**src/rtl/mstream_pkg.sv**
```systemverilog
package mstream_pkg;

    localparam int OP_W = 4;

    typedef enum logic [OP_W-1:0] {
        OP_NOP       = 4'd0,
        OP_ACT_ALL   = 4'd1,
        OP_SEARCH    = 4'd2,
        OP_SEL_RESP  = 4'd3,
        OP_SEL_NRESP = 4'd4,
        OP_RESTORE   = 4'd5,
        OP_SWITCH    = 4'd6,
        OP_RETIRE    = 4'd7,
        OP_LOAD      = 4'd8
    } op_e;

    typedef enum logic {
        CELL_MASKED = 1'b0,
        CELL_LIVE   = 1'b1
    } cell_st_e;

endpackage

```
**src/rtl/mstream_slot_pick.sv**
```systemverilog
module mstream_slot_pick
    import mstream_pkg::*;
#(
    parameter int N_STREAMS = 4,
    parameter int SID_W     = 2,
    parameter int ADDR_W    = 2,
    parameter int WORD_W    = 8,
    localparam int SLOT_W   = OP_W + SID_W + ADDR_W + WORD_W,
    localparam int N_SLOTS  = 1 << SID_W
) (
    input  logic [N_STREAMS*SLOT_W-1:0] bcast_word,
    input  logic [SID_W-1:0]            sid,
    output op_e                         op,
    output logic [SID_W-1:0]            tgt,
    output logic [ADDR_W-1:0]           addr,
    output logic [WORD_W-1:0]           key
);

    logic [SLOT_W-1:0] slots [N_SLOTS];
    logic [SLOT_W-1:0] sel;

    // Stream numbers with no slot read as NOP.
    for (genvar s = 0; s < N_SLOTS; s++) begin : g_slot
        if (s < N_STREAMS) begin : g_real
            assign slots[s] = bcast_word[s*SLOT_W +: SLOT_W];
        end else begin : g_pad
            assign slots[s] = '0;
        end
    end

    assign sel  = slots[sid];
    assign op   = op_e'(sel[SLOT_W-1 -: OP_W]);
    assign tgt  = sel[ADDR_W+WORD_W +: SID_W];
    assign addr = sel[WORD_W +: ADDR_W];
    assign key  = sel[WORD_W-1:0];

endmodule

```
**src/rtl/mstream_mask_stack.sv**
```systemverilog
module mstream_mask_stack #(
    parameter int DEPTH = 4,
    localparam int CNT_W = $clog2(DEPTH + 1)
) (
    input  logic clk,
    input  logic rst_n,
    input  logic clear,
    input  logic push,
    input  logic pop,
    input  logic din,
    output logic top_bit,
    output logic empty
);

    logic [DEPTH-1:0] stk;
    logic [CNT_W-1:0] cnt;

    // stk[0] is the newest entry; the oldest falls off the top end.
    always_ff @(posedge clk or negedge rst_n) begin
        if (!rst_n) begin
            stk <= '0;
            cnt <= '0;
        end else if (clear) begin
            stk <= '0;
            cnt <= '0;
        end else if (push) begin
            stk <= {stk[DEPTH-2:0], din};
            if (cnt != CNT_W'(DEPTH)) cnt <= cnt + 1'b1;
        end else if (pop && (cnt != '0)) begin
            stk <= {1'b0, stk[DEPTH-1:1]};
            cnt <= cnt - 1'b1;
        end
    end

    assign top_bit = stk[0];
    assign empty   = (cnt == '0);

endmodule

```
**src/rtl/mstream_cell.sv**
```systemverilog
module mstream_cell
    import mstream_pkg::*;
#(
    parameter int N_STREAMS   = 4,
    parameter int SID_W       = 2,
    parameter int ADDR_W      = 2,
    parameter int WORD_W      = 8,
    parameter int STORE_DEPTH = 4,
    parameter int STACK_DEPTH = 4,
    parameter int IDLE_SID    = 3,
    parameter int CELL_IDX    = 0,
    localparam int SLOT_W     = OP_W + SID_W + ADDR_W + WORD_W
) (
    input  logic                        clk,
    input  logic                        rst_n,
    input  logic [N_STREAMS*SLOT_W-1:0] bcast_word,
    output logic                        active,
    output logic                        resp,
    output logic                        err,
    output logic [SID_W-1:0]            sid
);

    op_e               op;
    logic [SID_W-1:0]  tgt;
    logic [ADDR_W-1:0] addr;
    logic [WORD_W-1:0] key;

    cell_st_e          st, st_n;
    logic              resp_q, resp_n;
    logic              err_q, err_n;
    logic [SID_W-1:0]  sid_q, sid_n;
    logic              push, pop, clr, wr_en;
    logic              stk_top, stk_empty;
    logic              live;
    logic [WORD_W-1:0] mem [STORE_DEPTH];

    mstream_slot_pick #(
        .N_STREAMS(N_STREAMS), .SID_W(SID_W), .ADDR_W(ADDR_W), .WORD_W(WORD_W)
    ) u_pick (
        .bcast_word(bcast_word), .sid(sid_q),
        .op(op), .tgt(tgt), .addr(addr), .key(key)
    );

    mstream_mask_stack #(.DEPTH(STACK_DEPTH)) u_stack (
        .clk(clk), .rst_n(rst_n), .clear(clr), .push(push), .pop(pop),
        .din(live), .top_bit(stk_top), .empty(stk_empty)
    );

    assign live = (st == CELL_LIVE);

    // State register.
    always_ff @(posedge clk or negedge rst_n) begin
        if (!rst_n) st <= CELL_LIVE;
        else        st <= st_n;
    end

    // Next state and per-cell effects of the selected slot.
    always_comb begin
        st_n   = st;
        resp_n = resp_q;
        err_n  = err_q;
        sid_n  = sid_q;
        push   = 1'b0;
        pop    = 1'b0;
        clr    = 1'b0;
        wr_en  = 1'b0;
        unique case (op)
            OP_ACT_ALL: st_n = CELL_LIVE;
            OP_SEARCH: begin
                if (live) resp_n = (mem[addr] == key);
            end
            OP_SEL_RESP: begin
                push = 1'b1;
                if (live && !resp_q) st_n = CELL_MASKED;
            end
            OP_SEL_NRESP: begin
                push = 1'b1;
                if (live && resp_q) st_n = CELL_MASKED;
            end
            OP_RESTORE: begin
                if (stk_empty) begin
                    err_n = 1'b1;
                end else begin
                    pop  = 1'b1;
                    st_n = stk_top ? CELL_LIVE : CELL_MASKED;
                end
            end
            OP_SWITCH: begin
                if (live) begin
                    sid_n  = tgt;
                    resp_n = 1'b0;
                    clr    = 1'b1;
                    st_n   = CELL_LIVE;
                end
            end
            OP_RETIRE: begin
                if (live) begin
                    sid_n  = SID_W'(IDLE_SID);
                    resp_n = 1'b0;
                    clr    = 1'b1;
                    st_n   = CELL_LIVE;
                end
            end
            OP_LOAD: begin
                if (live) wr_en = 1'b1;
            end
            default: ;
        endcase
    end

    always_ff @(posedge clk or negedge rst_n) begin
        if (!rst_n) begin
            resp_q <= 1'b0;
            err_q  <= 1'b0;
            sid_q  <= '0;
            for (int k = 0; k < STORE_DEPTH; k++)
                mem[k] <= (k == 0) ? WORD_W'(CELL_IDX) : '0;
        end else begin
            resp_q <= resp_n;
            err_q  <= err_n;
            sid_q  <= sid_n;
            if (wr_en) mem[addr] <= key;
        end
    end

    assign active = live;
    assign resp   = resp_q;
    assign err    = err_q;
    assign sid    = sid_q;

endmodule

```
**src/rtl/mstream_cell_array.sv**
```systemverilog
module mstream_cell_array
    import mstream_pkg::*;
#(
    parameter int N_CELLS     = 8,
    parameter int N_STREAMS   = 4,
    parameter int WORD_W      = 8,
    parameter int STORE_DEPTH = 4,
    parameter int STACK_DEPTH = 4,
    parameter int IDLE_SID    = N_STREAMS - 1,
    localparam int SID_W      = $clog2(N_STREAMS),
    localparam int ADDR_W     = $clog2(STORE_DEPTH),
    localparam int SLOT_W     = OP_W + SID_W + ADDR_W + WORD_W
) (
    input  logic                        clk,
    input  logic                        rst_n,
    input  logic [N_STREAMS*SLOT_W-1:0] bcast_word,
    output logic [N_CELLS-1:0]          cell_active,
    output logic [N_CELLS-1:0]          cell_resp,
    output logic [N_CELLS-1:0]          cell_err,
    output logic [N_CELLS*SID_W-1:0]    cell_sid,
    output logic [N_STREAMS-1:0]        stream_any_resp
);

    for (genvar c = 0; c < N_CELLS; c++) begin : g_cell
        mstream_cell #(
            .N_STREAMS(N_STREAMS), .SID_W(SID_W), .ADDR_W(ADDR_W),
            .WORD_W(WORD_W), .STORE_DEPTH(STORE_DEPTH),
            .STACK_DEPTH(STACK_DEPTH), .IDLE_SID(IDLE_SID), .CELL_IDX(c)
        ) u_cell (
            .clk(clk), .rst_n(rst_n), .bcast_word(bcast_word),
            .active(cell_active[c]), .resp(cell_resp[c]),
            .err(cell_err[c]), .sid(cell_sid[c*SID_W +: SID_W])
        );
    end

    // Per-stream OR of active responders.
    always_comb begin
        stream_any_resp = '0;
        for (int s = 0; s < N_STREAMS; s++) begin
            for (int c = 0; c < N_CELLS; c++) begin
                if (cell_active[c] && cell_resp[c] &&
                    (cell_sid[c*SID_W +: SID_W] == SID_W'(s)))
                    stream_any_resp[s] = 1'b1;
            end
        end
    end

endmodule

```
**config.mk**
```make
export PLATFORM = sky130hd
export DESIGN_NAME = mstream_cell_array
export DESIGN_NICKNAME = d
export VERILOG_FILES = /design/src/rtl/mstream_pkg.sv /design/src/rtl/mstream_slot_pick.sv /design/src/rtl/mstream_mask_stack.sv /design/src/rtl/mstream_cell.sv /design/src/rtl/mstream_cell_array.sv
export SDC_FILE = /design/constraint.sdc
export NUM_CORES = 1
export LEC_CHECK = 0
export ABC_AREA = 1
export CAP_MARGIN = 40
export CELL_PAD_IN_SITES_DETAIL_PLACEMENT = 0
export CELL_PAD_IN_SITES_GLOBAL_PLACEMENT = 2
export CORE_MARGIN = 2
export CORE_UTILIZATION = 31
export CTS_CLUSTER_DIAMETER = 30
export DETAILED_ROUTE_END_ITERATION = 6
export PLACE_DENSITY = 0.87
export SYNTH_ARGS = -nofsm -noshare
export SYNTH_HDL_FRONTEND = slang
export SYNTH_HIERARCHICAL = 1
export SYNTH_SLANG_ARGS = --single-unit
```
**constraint.sdc**
```tcl
create_clock -name clk -period 2.45 [get_ports clk]
set_input_delay 0.49 -clock clk [delete_from_list [all_inputs] [get_ports clk]]
set_output_delay 0.49 -clock clk [all_outputs]
set_load 0.02 [all_outputs]
```
After elaboration in Yosys (flattened, before gate mapping):

Index checks and enable logic that the tools add are counted.

* word-level logic and storage cells: 784
* register bits after elaboration: 352

* add/subtract/negate cells: 16
* equality and inequality tests: 168
* multiplexer cells: 296
* $lt $le $gt $ge: 24
* bitwise gates (word level): 16
* reductions and logical operators: 184

Operators with widths (count)
* 16-bit binary-select mux with 2-bit select: 8
* 32-bit bitwise mux: 8
* 16-bit two-way mux: 16
* 8-bit two-way mux: 24
* 8-bit binary-select mux with 2-bit select: 8
* 8-bit demux with 2-bit select: 8
* 4-bit by 3-bit == test with 1-bit output (second input constant): 32
* 1-bit two-way mux: 128
* 3-bit two-way mux: 32
* 4-bit two-way mux: 24
* 2-bit by 1-bit inequality test with 1-bit output (second input constant): 40
* 4-bit by 2-bit == test with 1-bit output (second input constant): 16
* 8-bit == test: 8
* 1-bit logical AND: 64
* 3-bit >= comparator (second input constant): 16
* 3-bit inequality test (second input constant): 16
* 2-bit NOT with 3-bit output: 16
* 3-bit AND reduction: 16
* 3-bit nonzero test: 16
* 1-bit one-hot mux with 5 select lines: 8
* 5-bit nonzero test: 8
* 2-bit == test (second input constant): 16
* 4-bit by 1-bit == test with 1-bit output (second input constant): 8
* 4-bit == test (second input constant): 8
* other kinds (15): 160

Depth between registers and ports, before layout:

* word-level depth: 11
* gate-level depth with buffers: 18
* mapped depth without buffers: 15

By module:

Netlist, hierarchy kept.

By module, submodules not included
* mstream_slot_pick: seq. area each 0.0 µm², times used 8, cells an instance 188, area an instance 805.8 µm²
* mstream_cell at g_cell[3].u_cell ...: seq. area each 929.6 µm², times used 3, cells an instance 265, area an instance 1988.2 µm²
* mstream_cell at g_cell[1].u_cell ...: seq. area each 928.4 µm², times used 3, cells an instance 265, area an instance 1986.9 µm²
* mstream_mask_stack: seq. area each 175.2 µm², times used 8, cells an instance 57, area an instance 436.7 µm²
* mstream_cell at g_cell[7].u_cell: seq. area each 930.9 µm², times used 1, cells an instance 265, area an instance 1989.4 µm²
* mstream_cell at g_cell[0].u_cell: seq. area each 927.1 µm², times used 1, cells an instance 265, area an instance 1985.7 µm²
* mstream_cell_array: seq. area each 0.0 µm², times used 1, cells an instance 116, area an instance 455.4 µm²

Worst setup path after synthesis:

Ideal clock, no wire load.

* kind: flip-flop to flip-flop
* start: register g_cell[4].u_cell.sid_q[0]
* end: register g_cell[4].u_cell.u_stack.cnt[1]
* setup slack: -0.132 ns
* cell stages (with the launch flop): 14
* data arrival time: 2.508 ns
* buffers on the path: 2
* required time: 2.376 ns
* cells stage by stage: dfrtp_1 > buf_6 > inv_4 > buf_6 > nand2_1 > nand3_1 > nand2_1 > inv_1 > nand2_1 > nor3_1 > or2_2 > fa_1 > or2_2 > o21ai_2

* longest elaborated chain between the ends: 9
* elaborated cells on any way between the ends: 20
* those cells by class: eq/ne (6); mux (8); bitwise (1); reduce/logical (5)

RTL lines
* start: declaration: line mstream_cell.sv:31 `logic [SID_W-1:0] sid_q, sid_n;`
* start signal: assignment: line mstream_cell.sv:121 `sid_q <= sid_n;`
* 2-bit NOT with 3-bit output (implied by the code) (*): line mstream_slot_pick.sv:31 `assign sel = slots[sid];`
* 16-bit binary-select mux with 2-bit select (*): line mstream_slot_pick.sv:31
* 16-bit two-way mux (implied by the code) (*) (2 in a row): line mstream_slot_pick.sv:31
* net g_cell[4].u_cell.op[2]: line mstream_cell.sv:23 `op_e op;`
* 4-bit by 2-bit == test with 1-bit output or 4-bit by 3-bit == test with 1-bit output (tied branches): line mstream_cell.sv:67 `unique case (op)`
* 2-bit OR reduction (no source line) (*)
* 1-bit two-way mux (*): line mstream_cell.sv:67
* net g_cell[4].u_cell.push: line mstream_cell.sv:32 `logic push, pop, clr, wr_en;`
* 3-bit inequality test (no source line), or another cell as far along
* 2-bit AND reduction (no source line) or 3-bit two-way mux (tied branches)
* end signal: assignment: line mstream_mask_stack.sv:28 `if (cnt != CNT_W'(DEPTH)) cnt <= cnt + 1'b1;`
* end signal: assignment: line mstream_mask_stack.sv:31 `cnt <= cnt - 1'b1;`
* end: declaration: line mstream_mask_stack.sv:16 `logic [CNT_W-1:0] cnt;`

The timed path passes the listed nets; every way through them passes the cells marked *. The select of a mux whose other input is x is not followed.
A chain may end at the register's enable or synchronous reset.

Worst setup path in the final report:

* start: register g_cell[7].u_cell.sid_q[0]
* end: output port stream_any_resp[1]

* longest elaborated chain between the ends: 3

RTL lines
* start: declaration: line mstream_cell.sv:31
* start signal: assignment: line mstream_cell.sv:121
* 2-bit by 1-bit == test with 1-bit output: line mstream_cell_array.sv:42 `(cell_sid[c*SID_W +: SID_W] == SID_W'(s)))`
* 1-bit logical AND: line mstream_cell_array.sv:41 `if (cell_active[c] && cell_resp[c] &&`
* 1-bit two-way mux: line mstream_cell_array.sv:41
* end: declaration: line mstream_cell_array.sv:21 `output logic [N_STREAMS-1:0] stream_any_resp`

Every way passes these cells.

==> out/metrics.csv <==
metric,value,unit
portBuffers,109,
viasPerCell,4.57,
yosysTopAreaCell,dfrtp_1,
die_x,295,µm
drive_above_1_share,20.0,%
yosysWarnings,6,
initial_core_util,31.4,%
status,"finished, final reports clean",
cts_tree,done,
synth_nets,4270,
ys_types,31,
setup_slack,31.7,ps
hp-class,in -> async,
wl_per_cell,16.1,µm
die_h,295,µm
syn_area,26300,µm²
syn_inst,4196,
htreeDepth,3,
clock.fmax,414,MHz
first_iter_violations,1913,
dr.pass1.iters,5,
clkSlewWorstSetupHoldPaths,50,ps
worst_slew_pin_slew,613,ps
syn_avg_cell_area,6.27,µm²
drc,0,
core_area,83800,µm²
cts_buffers,101,
vias,27163,
ir_drop,0.000828,V
io_pins,110,
rows,106,
r2r_setup_slack,80,ps
p_int,28.5,mW
dp_hpwl,67300,µm
synth_top_area_share,31.6,%
r2r-start,g_cell[3].u_cell/sid[0],
switchingPower,21.7,mW
worstPathArrival,1930,ps
nNetsFinal,4800,
final_hold_viol_count,0,
period_minus_slack,2420,ps
clk_latency,680,ps
worstPathRequired,1960,ps
finalSetupViolations,0,
cp-end-kind,primary output,
finalCritPeriodShare,98.7,%
relSlewSlack,59.0,%
drt_wl_total,95900,µm
die_area,87200,µm²
switching_share,43.2,%
timing.final.max_slew_violations,0,
syn_to_final_growth,37.3,%
fillerInstances,8857,
grt_start_max_net_pins,53,
cts_sinks,352,
cap_violations,0,
power_density,1390,nW/µm²
path_max_fanout,17,
place.gp.congestion,0.872,
skew,30.2,ps
overflow,0,
netlist_top_cells_area,"dfrtp_1 (32%), nand2_1 (25%), inv_1 (11%)",
rsz0062_at_grt,yes,
grt_pass1_wl,148000,µm
grt_pass1_vias,25657,
cts.root.buffer_cell,clkbuf_16,
pre_cts_ws,-505,ps
ys_ff_latch,352,
final_antenna_net_count,0,
worst_setup_path_start_kind,flop,
track_usage,22.1,%
combPwrFrac,53.6,%
critPathKind,reg -> out,
seq_area_frac_synth,33.6,%
diodes,0,
rr_worst_depth,12,
antenna_found_initial,1,
post-route-util,43.1,%
pwr-share-clk,26.8,%
p_seq_share,19.5,%
r2r-end,g_cell[3].u_cell/u_stack/cnt[1],
cts_max_path_buffers,3,
leakagePower,20.0,nW
==> power groups by stage <==
stage          clock network, mW  logic [mW]  registers [mW]
4_1_cts                     13.7        26.5            9.79
6_report                    13.5        26.9            9.80
3_5_place_dp                   0        26.2            9.90
2_1_floorplan                  0        16.8            9.86
3_3_place_gp                   0        26.0            9.84
5_1_grt                     14.1        30.1            10.1
==> how the worst max path moves through the flow <==
stage	from	to	slack (ps)	cells past startpoint
finish	g_cell[7].u_cell/sid[0]	stream_any_resp[1]	30	6
global route	g_cell[3].u_cell/sid[0]	g_cell[3].u_cell/u_stack/cnt[1]	-40	12
global placement	bcast_word[28]	g_cell[4].u_cell/u_stack/cnt[1]	-480	13
floorplan	g_cell[4].u_cell/sid[0]	g_cell[4].u_cell/u_stack/cnt[1]	-50	12
CTS	g_cell[5].u_cell/active	stream_any_resp[1]	-50	7
detailed placement	bcast_word[45]	g_cell[5].u_cell/u_stack/cnt[1]	-510	13
==> cells in the mapped netlist (all sizes together) <==
| library cell | count |
|---|---|
| o21ai | 312 |
| nor4 | 8 |
| nand4 | 8 |
| or2 | 16 |
| nor2 | 164 |
| a21oi | 48 |
| fa | 8 |
| dfstp | 20 |
| o21a | 56 |
| o21bai | 8 |
| buf | 144 |
| nand3 | 392 |
| xor2 | 8 |
| nand2 | 1800 |
| nor3 | 24 |
| o2111ai | 8 |
| inv | 816 |
| o22ai | 24 |
| dfrtp | 332 |
==> cell usage in the layout (no fill, tap or decap), types with 16 or more instances in the layout <==
master	n
clkbuf_16	104
buf_4	349
buf_12	96
o21ai_1	152
dfstp_2	20
nand3_2	27
inv_2	53
clkbuf_1	17
a21oi_1	48
buf_6	16
dfrtp_2	16
o22ai_1	24
o21ai_2	16
dlygate4sd2_1	16
dfrtp_1	316
nand2_4	17
o21ai_0	144
nand2_2	76
nand2_1	1707
nor2_1	125
nor2_2	27
inv_1	743
clkinv_2	23
o21a_1	56
nand3_1	365
clkbuf_8	18
clkdlybuf4s50_1	86
==> registers in the layout (all words and copies together) (netlist names) <==
signal,cells
g_cell.u_cell/mem,256
g_cell.u_cell/u_stack/stk,32
g_cell.u_cell/u_stack/cnt,24
g_cell.u_cell/sid,16
g_cell.u_cell/active,8
g_cell.u_cell/err,8
g_cell.u_cell/resp,8
==> what timing repair did <==
item / CTS / global route
hold buffers: 1 / 0
hold endpoints to repair: 31 / 0
gates resized for setup: 56 / 83
cloned: 1 / 2
buffers inserted: 9 / 11
pin swaps: 3 / 13
endpoints found under the setup margin: 21 / 30
==> logic make-up after synthesis <==
kind of cell    after synthesis  share of synthesized area (%)
compound gates              456                           9.86
buf+inv                     960                           16.9
flops                       352                           33.6
xor+xnor                      8                          0.266
simple gates               2412                           38.7
fa+ha+maj                     8                          0.609
==> critical path: stages, from the launching register on <==
cell and delay, ps:
dfrtp_2 420, buf_12 160, nand4_1 120, nand2_2 100, nor2_4 140, nand2_2 140, buf_6 170
==> through the flow <==
step           instance area [µm²]  power [mW]  setup TNS, ps  std cells  hold slack (ps)
2_1_floorplan                26400        26.7          -46.2       4196              194
3_3_place_gp                 32000        35.9         -28940       5733              450
3_5_place_dp                 32000        36.1         -36360       5733              449
4_1_cts                      35700        50.1          -51.8       5932              342
5_1_grt                      36100        54.3           -136       5945              373
6_report                     36100        50.2              0       5945              368
==> layout make-up <==
type / count / area [µm²] / share of cell area [%]
timing repair buffer: 571 / 5870 / 16.3
tap: 1134 / 1420 / 3.93
clock inverter: 51 / 697 / 1.93
clock buffer: 137 / 2860 / 7.93
multi-input combinational: 2884 / 13200 / 36.7
sequential: 352 / 8850 / 24.5
inverter: 816 / 3160 / 8.74
==> routing by layer <==
metal  GRT usage (%)  vias up  share of wire [%]
met5               0        -             0.0083
met4            6.62        2                2.6
met3            4.36      171                6.8
met2            34.2      703                 44
met1            30.9    12447                 47
li1                -    13840                  -
Note: power is estimated with default switching activity, not from simulation.
